File: src/rtl/alu_pkg.sv
package alu_pkg;

    typedef enum logic [3:0] {
        OP_ADD  = 4'h0,
        OP_SUB  = 4'h1,
        OP_AND  = 4'h2,
        OP_OR   = 4'h3,
        OP_NOT  = 4'h4,
        OP_NEG  = 4'h5,
        OP_ASL  = 4'h6,
        OP_ASR  = 4'h7,
        OP_ROL  = 4'h8,
        OP_ROR  = 4'h9,
        OP_LDW  = 4'hA,
        OP_LDB  = 4'hB,
        OP_STW  = 4'hC,
        OP_RSVD = 4'hD,
        OP_RSVE = 4'hE,
        OP_RSVF = 4'hF
    } alu_op_e;

    typedef struct packed {
        logic n;
        logic z;
        logic v;
        logic c;
    } nzvc_t;

    typedef enum logic [1:0] {
        UNIT_ARITH,
        UNIT_SHIFT,
        UNIT_BITWISE
    } unit_sel_e;

    // Which flags an operation is allowed to overwrite.
    function automatic nzvc_t flag_mask(input alu_op_e op);
        nzvc_t m;
        m = '0;
        case (op)
            OP_ADD, OP_SUB, OP_ASL:            m = '{n: 1'b1, z: 1'b1, v: 1'b1, c: 1'b1};
            OP_ASR:                            m = '{n: 1'b1, z: 1'b1, v: 1'b0, c: 1'b1};
            OP_AND, OP_OR, OP_NOT, OP_NEG,
            OP_LDW, OP_LDB:                    m = '{n: 1'b1, z: 1'b1, v: 1'b0, c: 1'b0};
            OP_ROL, OP_ROR:                    m = '{n: 1'b0, z: 1'b0, v: 1'b0, c: 1'b1};
            default:                           m = '0;
        endcase
        return m;
    endfunction

    function automatic unit_sel_e unit_of(input alu_op_e op);
        unit_sel_e u;
        case (op)
            OP_ADD, OP_SUB:                    u = UNIT_ARITH;
            OP_ASL, OP_ASR, OP_ROL, OP_ROR:    u = UNIT_SHIFT;
            default:                           u = UNIT_BITWISE;
        endcase
        return u;
    endfunction

endpackage

File: src/rtl/alu_addsub.sv
module alu_addsub #(
    parameter int WIDTH = 16
) (
    input  logic [WIDTH-1:0] a,
    input  logic [WIDTH-1:0] b,
    input  logic             sub,
    output logic [WIDTH-1:0] sum,
    output logic             ovf,
    output logic             cout
);
    localparam int MSB = WIDTH - 1;

    logic [WIDTH-1:0] b_eff;
    logic [WIDTH:0]   wide;

    always_comb begin
        b_eff = sub ? ~b : b;
        wide  = {1'b0, a} + {1'b0, b_eff} + {{WIDTH{1'b0}}, sub};
        sum   = wide[WIDTH-1:0];
        cout  = wide[WIDTH];
        ovf   = (a[MSB] == b_eff[MSB]) && (sum[MSB] != a[MSB]);
    end
endmodule

File: src/rtl/alu_bitwise.sv
module alu_bitwise
    import alu_pkg::*;
#(
    parameter int WIDTH = 16
) (
    input  alu_op_e          op,
    input  logic [WIDTH-1:0] a,
    input  logic [WIDTH-1:0] b,
    output logic [WIDTH-1:0] res
);
    localparam int HALF = WIDTH / 2;

    always_comb begin
        case (op)
            OP_AND:  res = a & b;
            OP_OR:   res = a | b;
            OP_NOT:  res = ~a;
            OP_NEG:  res = (~a) + {{(WIDTH-1){1'b0}}, 1'b1};
            OP_LDW:  res = b;
            OP_LDB:  res = {a[WIDTH-1:HALF], b[HALF-1:0]};
            default: res = a;
        endcase
    end
endmodule

File: src/rtl/alu_shifter.sv
module alu_shifter
    import alu_pkg::*;
#(
    parameter int WIDTH = 16
) (
    input  alu_op_e          op,
    input  logic [WIDTH-1:0] a,
    input  logic             cin,
    output logic [WIDTH-1:0] res,
    output logic             ovf,
    output logic             cout
);
    localparam int MSB = WIDTH - 1;

    logic             fill_lo;
    logic             fill_hi;
    logic             go_left;
    logic [WIDTH-1:0] up;
    logic [WIDTH-1:0] down;

    assign fill_lo = (op == OP_ROL) ? cin : 1'b0;
    assign fill_hi = (op == OP_ASR) ? a[MSB] : cin;
    assign go_left = (op == OP_ASL) || (op == OP_ROL);

    for (genvar i = 0; i < WIDTH; i++) begin : g_lane
        if (i == 0) begin : g_lo
            assign up[i] = fill_lo;
        end else begin : g_mid_up
            assign up[i] = a[i-1];
        end
        if (i == MSB) begin : g_hi
            assign down[i] = fill_hi;
        end else begin : g_mid_down
            assign down[i] = a[i+1];
        end
    end

    always_comb begin
        res  = go_left ? up : down;
        cout = go_left ? a[MSB] : a[0];
        ovf  = a[MSB] ^ a[MSB-1];
    end
endmodule

File: src/rtl/alu_flag_merge.sv
module alu_flag_merge
    import alu_pkg::*;
#(
    parameter int WIDTH = 16
) (
    input  alu_op_e          op,
    input  logic [WIDTH-1:0] res,
    input  logic             unit_v,
    input  logic             unit_c,
    input  nzvc_t            cur,
    output nzvc_t            nxt
);
    nzvc_t mask;
    nzvc_t fresh;

    always_comb begin
        mask    = flag_mask(op);
        fresh.n = res[WIDTH-1];
        fresh.z = ~|res;
        fresh.v = unit_v;
        fresh.c = unit_c;
        nxt     = nzvc_t'((fresh & mask) | (cur & ~mask));
    end
endmodule

File: src/rtl/flagged_alu.sv
module flagged_alu
    import alu_pkg::*;
#(
    parameter int WIDTH = 16
) (
    input  logic             clk,
    input  logic             rst,
    input  logic             en,
    input  logic [3:0]       op_sel,
    input  logic [WIDTH-1:0] reg_opnd,
    input  logic [WIDTH-1:0] mem_opnd,
    output logic [WIDTH-1:0] result,
    output logic [3:0]       flags
);
    localparam int HALF = WIDTH / 2;

    alu_op_e          op;
    nzvc_t            status;
    nzvc_t            status_nxt;
    logic [WIDTH-1:0] arith_res, shift_res, bit_res;
    logic             arith_v, arith_c, shift_v, shift_c;
    logic             unit_v, unit_c;

    assign op = alu_op_e'(op_sel);

    alu_addsub #(.WIDTH(WIDTH)) u_arith (
        .a    (reg_opnd),
        .b    (mem_opnd),
        .sub  (op == OP_SUB),
        .sum  (arith_res),
        .ovf  (arith_v),
        .cout (arith_c)
    );

    alu_shifter #(.WIDTH(WIDTH)) u_shift (
        .op   (op),
        .a    (reg_opnd),
        .cin  (status.c),
        .res  (shift_res),
        .ovf  (shift_v),
        .cout (shift_c)
    );

    alu_bitwise #(.WIDTH(WIDTH)) u_bits (
        .op  (op),
        .a   (reg_opnd),
        .b   (mem_opnd),
        .res (bit_res)
    );

    always_comb begin
        case (unit_of(op))
            UNIT_ARITH: begin
                result = arith_res;
                unit_v = arith_v;
                unit_c = arith_c;
            end
            UNIT_SHIFT: begin
                result = shift_res;
                unit_v = shift_v;
                unit_c = shift_c;
            end
            default: begin
                result = bit_res;
                unit_v = 1'b0;
                unit_c = 1'b0;
            end
        endcase
    end

    alu_flag_merge #(.WIDTH(WIDTH)) u_merge (
        .op     (op),
        .res    (result),
        .unit_v (unit_v),
        .unit_c (unit_c),
        .cur    (status),
        .nxt    (status_nxt)
    );

    always_ff @(posedge clk) begin
        if (rst) begin
            status <= '0;
        end else if (en) begin
            status <= status_nxt;
        end
    end

    assign flags = status;

    AST_RESET_CLEAR: assert property (@(posedge clk)
        rst |=> (flags == 4'b0000)) else $error("reset did not clear flags");
    AST_IDLE_HOLD: assert property (@(posedge clk) disable iff (rst)
        !en |=> $stable(flags)) else $error("flags moved while disabled");
    AST_SUB_NO_BORROW: assert property (@(posedge clk) disable iff (rst)
        (en && op_sel == 4'h1) |=> (flags[0] == $past(reg_opnd >= mem_opnd))) else $error("subtract carry wrong");
    AST_LOGIC_KEEPS_VC: assert property (@(posedge clk) disable iff (rst)
        (en && (op_sel == 4'h2 || op_sel == 4'h3 || op_sel == 4'h4 || op_sel == 4'h5))
        |=> (flags[1:0] == $past(flags[1:0]))) else $error("logic op touched V or C");
    AST_ROTATE_ONLY_C: assert property (@(posedge clk) disable iff (rst)
        (en && (op_sel == 4'h8 || op_sel == 4'h9)) |=> (flags[3:1] == $past(flags[3:1]))) else $error("rotate touched N, Z or V");
    AST_BYTE_LOAD_HIGH: assert property (@(posedge clk) disable iff (rst)
        (op_sel == 4'hB) |-> (result[WIDTH-1:HALF] == reg_opnd[WIDTH-1:HALF])) else $error("byte load changed high half");
    AST_STORE_FLAGS: assert property (@(posedge clk) disable iff (rst)
        (en && op_sel >= 4'hC) |=> $stable(flags)) else $error("store changed flags");
    AST_STORE_PASS: assert property (@(posedge clk) disable iff (rst)
        (op_sel >= 4'hC) |-> (result == reg_opnd)) else $error("store result wrong");
endmodule

File: config.mk
export PLATFORM = sky130hd
export DESIGN_NAME = flagged_alu
export DESIGN_NICKNAME = d
export VERILOG_FILES = /design/src/rtl/alu_pkg.sv /design/src/rtl/alu_addsub.sv /design/src/rtl/alu_bitwise.sv /design/src/rtl/alu_shifter.sv /design/src/rtl/alu_flag_merge.sv /design/src/rtl/flagged_alu.sv
export SDC_FILE = /design/constraint.sdc
export NUM_CORES = 1
export LEC_CHECK = 0
export ABC_AREA = 1
export CORE_ASPECT_RATIO = 1.2
export CORE_MARGIN = 3
export CORE_UTILIZATION = 33
export DETAILED_ROUTE_END_ITERATION = 7
export HOLD_SLACK_MARGIN = 0.03
export PLACE_DENSITY_LB_ADDON = 0.2
export SYNTH_ARGS = -nofsm -noshare
export SYNTH_HDL_FRONTEND = slang
export SYNTH_SLANG_ARGS = --single-unit
export TNS_END_PERCENT = 10
File: constraint.sdc
create_clock -name clk -period 3.9 [get_ports clk]
set_input_delay 0.39 -clock clk [delete_from_list [all_inputs] [get_ports clk]]
set_output_delay 0.39 -clock clk [all_outputs]
set_load 0.02 [all_outputs]
; ---- Word-level counts from Yosys, hierarchy flattened
; Memory sizes are Yosys's and may differ from the RTL's.
; Cells that the tools add are included.
[classes]
muxes = 10
bitwise = 9
n_reduce_logical = 8
add_sub_neg = 3
n_eq_ne = 14
[op_table]
columns = operator, count
row1 = $pmux W16 S6, 1
row2 = $mux W16, 2
row3 = $not A16 Y16, 2
row4 = $pmux W16 S2, 1
row5 = $add A16 B16 Y17, 1
row6 = $add A17 B1 Y17, 1
row7 = $add A16 B1 Y16 const B, 1
row8 = $and A16 B16 Y16, 1
row9 = $eq A4 B3 Y1 const B, 4
row10 = $eq A4 B4 Y1 const B, 4
row11 = $or A16 B16 Y16, 1
row12 = $reduce_or A16 Y1, 1
row13 = $and A4 B4 Y4, 2
row14 = $eq A4 B2 Y1 const B, 2
row15 = $eq A4 B1 Y1 const B, 1
row16 = $logic_not A4 Y1, 1
row17 = $not A4 Y4, 1
row18 = $or A4 B4 Y4, 1
row19 = $pmux W1 S2, 2
row20 = $pmux W2 S2, 1
row21 = $reduce_or A4 Y1, 1
row22 = $mux W1, 3
row23 = $eq A2 B1 Y1 const B, 1
row24 = $logic_not A2 Y1, 1
row25 = 7 further kinds, 7
[totals]
register_bits = 4
wordCells = 49
rom_bits = 64
n_memories = 1
[memory_table]
columns = memory, depth, word_bits, read_ports, rd_ports_with_merged_regs, wr, line
row1 = (name not given), 16, 4, 1, 0, 0, alu_pkg.sv:39  ; case (op)

; ---- Depth between registers and ports, before layout
[depth]
word_depth = 9
depth_mapped = 23
ltp_nobuf = 21

; ---- Modules after synthesis
; A second synthesis with hierarchy kept.
[hier_totals]
hier_cells = 615
area_unflattened_um2 = 3389.5
[by_module_without_submodules]
columns = mod, cells_per_inst, n_inst, seq_area_each_um2, area_each_um2
row1 = alu_addsub, 173, 1, 0.0, 1084.8
row2 = alu_bitwise, 227, 1, 0.0, 1066.0
row3 = flagged_alu, 103, 1, 80.1, 684.4
row4 = alu_shifter, 75, 1, 0.0, 374.1
row5 = alu_flag_merge, 37, 1, 0.0, 180.2

; ---- Worst setup path before layout
; No wires, ideal clock.
[synth_timing]
kind = input-to-reg
startpoint = in op_sel[2]
endpoint = reg with a tool-made name
required_ns = 3.834
path_stages = 16
setup_slack_ns = 0.993
path_buffers = 2
arrival_ns = 2.841
cell_sequence = buf_6 nor2_4 nand2_1 buf_2 xnor2_1 ha_1 a21o_1 a21oi_1 nor2_1 nor2_1 nand3_1 nand3_1 nand3_1 nor2_1 nand3_1 a21oi_2
[synth_rtl]
columns = item, line
row1 = "start, declared", flagged_alu.sv:9  ; input logic [3:0] op_sel,

; ---- Final worst setup path
[layout_timing]
startpoint = in op_sel[0]
endpoint = out result[6]
[layout_via]
elab_chain_cells = 5
elab_cells_between_ends = 24
classes_between = add/sub (2) / eq/ne (12) / mux (5) / reduce/logical (5)
[layout_lines]
columns = item, line
row1 = $eq A4 B1 Y1 (tied with other cells), "alu_pkg.sv:52, flagged_alu.sv:29"
row2 = $mux W16 (tied with other cells), alu_addsub.sv:17  ; b_eff = sub ? ~b : b;
row3 = $add A16 B16 Y17 or $pmux W2 S2 (tied branches), "alu_addsub.sv:18, alu_pkg.sv:52"
row4 = $add A17 B1 Y17 (tied with other cells), alu_addsub.sv:18  ; wide = {1'b0, a} + {1'b0, b_eff} + {{WIDTH{1'b0}}, sub};
row5 = $pmux W16 S2 (*), flagged_alu.sv:52  ; case (unit_of(op))
row6 = "end, declared", flagged_alu.sv:12  ; output logic [WIDTH-1:0] result,
; Every way passes the cells marked *; elsewhere a longest branch is shown, timed or not.

==> summary.json <==
{
  "floorplan.initialDensity_pct": 33.9,
  "kind_of_capture_point_of_the_worst_setup_path": "output pin",
  "timing.critical_path.mode_cell": "nand2_1",
  "ys_dominant_reg_cell": "dfxtp_1",
  "worst_pin_slew_ps": 530,
  "worst_path_dominant_cell_family": "buffers and inverters",
  "stdcell_area_um2": 4170,
  "violation_count_after_the_first_detailed_routing_iteration": 379,
  "post-place-ws_ps": 4.10,
  "drt-total-wl_um": 13000,
  "worstPathRequired_ps": 3510,
  "hpwl_um": 10600,
  "worstPathMaxFanout": 15,
  "maxCapViolCount": 0,
  "io_pins": 59,
  "ctsRootBufferMaster": "clkbuf_16",
  "mapped_cell_area_um2": 3250,
  "worstSkewPairLatency_ps": 220,
  "netlist-cell-type-count": 43,
  "floorplan.die.width_um": 96.6,
  "tritoncts": "done",
  "setup_fix_buffers_added_after_clock_tree_synthesis": 0,
  "ctsLongestPathBuffers": 2,
  "grt_setup_unrepaired": "no",
  "grt.total_usage_pct": 24.0,
  "clock-sinks": 4,
  "synth_fp_nets": 682,
  "port_buffers": 58,
  "hold_viol": 0,
  "grt_first_pass_wirelength_um": 20800,
  "cp-start-kind": "primary input",
  "core_area_um2": 9560,
  "final_setup_slack_of_the_worst_path_ps": 251,
  "die-height_um": 115,
  "slew_headroom_pct": 64.6,
  "report.power.total_mw": 0.793,
  "clk_transition_reported_paths_ps": 30,
  "overflow": 0,
  "slew_violations": 0,
  "postSynthCellCount": 619,
  "cellLeakagePower_nw": 2.18,
  "synth_sequential_area_ratio_pct": 2.47,
  "number_of_antenna_diodes": 0,
  "synth.ff_latch_count": 4,
  "avgSynthCellArea_um2": 5.25,
  "area_growth_pct": 28.5,
  "critical_path_class": "in2out",
  "gpl.final_weighted_congestion": 0.898,
  "layout.nets": 753,
  "hold_path.class": "reg2reg",
  "cpMaxStageDelayCell": "clkdlybuf4s50_1",
  "powerDensity_nw_per_um2": 190,
  "critical_path.max_stage_delay_ps": 610,
  "largest_net_degree_at_the_start_of_global_routing": 36,
  "tritoncts.num_buffers": 3,
  "layout-drive-gt1-share_pct": 10.0,
  "cts-hold-fix-buffers": 0,
  "length_of_the_first_detailed_routing_pass_in_iterations": 6,
  "finalSetupTns_ps": 0,
  "most-common-layout-cells": "nand2_1 (192), nand3_1 (78), inv_1 (75)",
  "layout_commonest_cell": "nand2_1",
  "final_min_period_over_clock_period_pct": 93.6,
  "dp.cells": 808,
  "share_of_flip_flops_with_an_asynchronous_set_or_reset_pct": 0,
  "fmax_mhz": 274,
  "outcome": "finished, final reports clean",
  "final.hold.worst_slack_ps": 469,
  "route.detailed.wl_per_inst_um": 16.1,
  "path_cells": "clkdlybuf4s50_1 -> inv_2 -> nor2_1 -> nand2_1 -> buf_12 -> xor2_1 -> fa_1 -> nand3_1 -> nand2_1 -> nand2_1 -> nand2_1 -> nand2_1 -> nand3_1 -> nand3_2 -> clkdlybuf4s50_1",
  "core.rowCount": 39,
  "timing.clock.skew_ps": 0.0796,
  "critPathBufInv": 4,
  "routed-via-count": 4296,
  "finalSetupViolations": 0,
  "die_area_um2": 11100,
  "cts.htree.levels": 1,
  "grt_antenna_before_repair": 0,
  "cp_data_arrival_time_ps": 3260,
  "synth-edff-count": 0,
  "first_global_vias": 4140,
  "utilization_pct": 43.6,
  "post-route-min-period_ps": 3650,
  "post-route-drc-count": 0,
  "layoutNonFillerInstCount": 811,
  "place_area_um2": 4070,
  "drt-vias-per-instance": 5.30,
  "synth.yosys.warnings": 0,
  "antenna_violating_nets_post_route": 0,
  "ir_worst_vdd_uv": 238
}
synth_stat cells (2+ instances only):
cell	number	area share, %
nand3_2	7	2.2
nand3_4	2	1.1
nand2_4	5	1.7
o211ai_1	2	0.46
nor2_1	73	8.4
nand4_1	12	2.3
buf_6	4	1.4
clkbuf_1	5	0.58
nand3b_1	9	2.1
inv_2	6	0.69
nor3_1	4	0.62
nand3_1	78	12
nor2_8	2	1.2
o21ai_0	30	4.6
o31ai_1	3	0.69
inv_4	2	0.39
buf_2	3	0.46
nand2_2	9	1.7
dfxtp_1	4	2.5
nand2_1	192	22
ha_1	23	8.9
a22oi_1	2	0.46
xnor2_1	8	2.2
a21o_1	2	0.46
xor2_1	9	2.4
a21oi_1	28	4.3
buf_4	2	0.46
inv_1	75	8.7
nor2_4	2	0.69
o21bai_1	3	0.69
worst paths after layout:
path	startpoint	endpoint	slack, ps	cells after the start
max	op_sel[0]	result[6]	250	15
min reg2reg	register	register	470	2
max reg2reg	register	register	2170	11
min	register	register	470	2
per-layer routing:
layer	track usage [%]	wire length, µm	vias to the layer above
met4	9.45	424	0
met1	31.4	5520	1940
met5	0	0	-
met3	1.05	650	39
li1	-	-	2145
met2	40.8	6420	172
where the power goes:
part / switching (mW) / internal (mW)
Clock: 0.0292 / 0.131
Sequential: 0.000895 / 0.0426
Combinational: 0.360 / 0.229
worst reg2reg max path, delay by kind of cell (launching register included):
family	cells	cell delay, ps
compound gates	4	590
buf+inv	1	170
flops	1	320
simple gates	6	590
repair_timing:
item	4_1_cts	5_1_grt
pin swaps	0	0
gates cloned	0	0
gates resized for setup	1	10
endpoints found under the setup margin	1	8
cells by family (layout without fill, tap and decap cells):
| logic type | after synthesis | in the layout | synth area share [%] |
|---|---|---|---|
| adders and majority gates | 24 | 24 | 9.48 |
| and+or+nand+nor | 398 | 398 | 56.9 |
| buffers and inverters | 98 | 167 | 12.9 |
| DFF | 4 | 4 | 2.47 |
| AOI/OAI and AO/OA | 78 | 78 | 13.7 |
| xor gates and xnor gates | 17 | 17 | 4.59 |
cell type report:
| type | count | area [µm²] |
|---|---|---|
| Timing Repair Buffer | 80 | 778 |
| Multi-Input combinational cell | 517 | 2760 |
| Clock buffer | 3 | 75.1 |
| Tap cell | 123 | 154 |
| Sequential cell | 4 | 80.1 |
| Inverter | 84 | 325 |
| Fill cell | 1110 | 5390 |
Power figures use the tool's default switching activity.
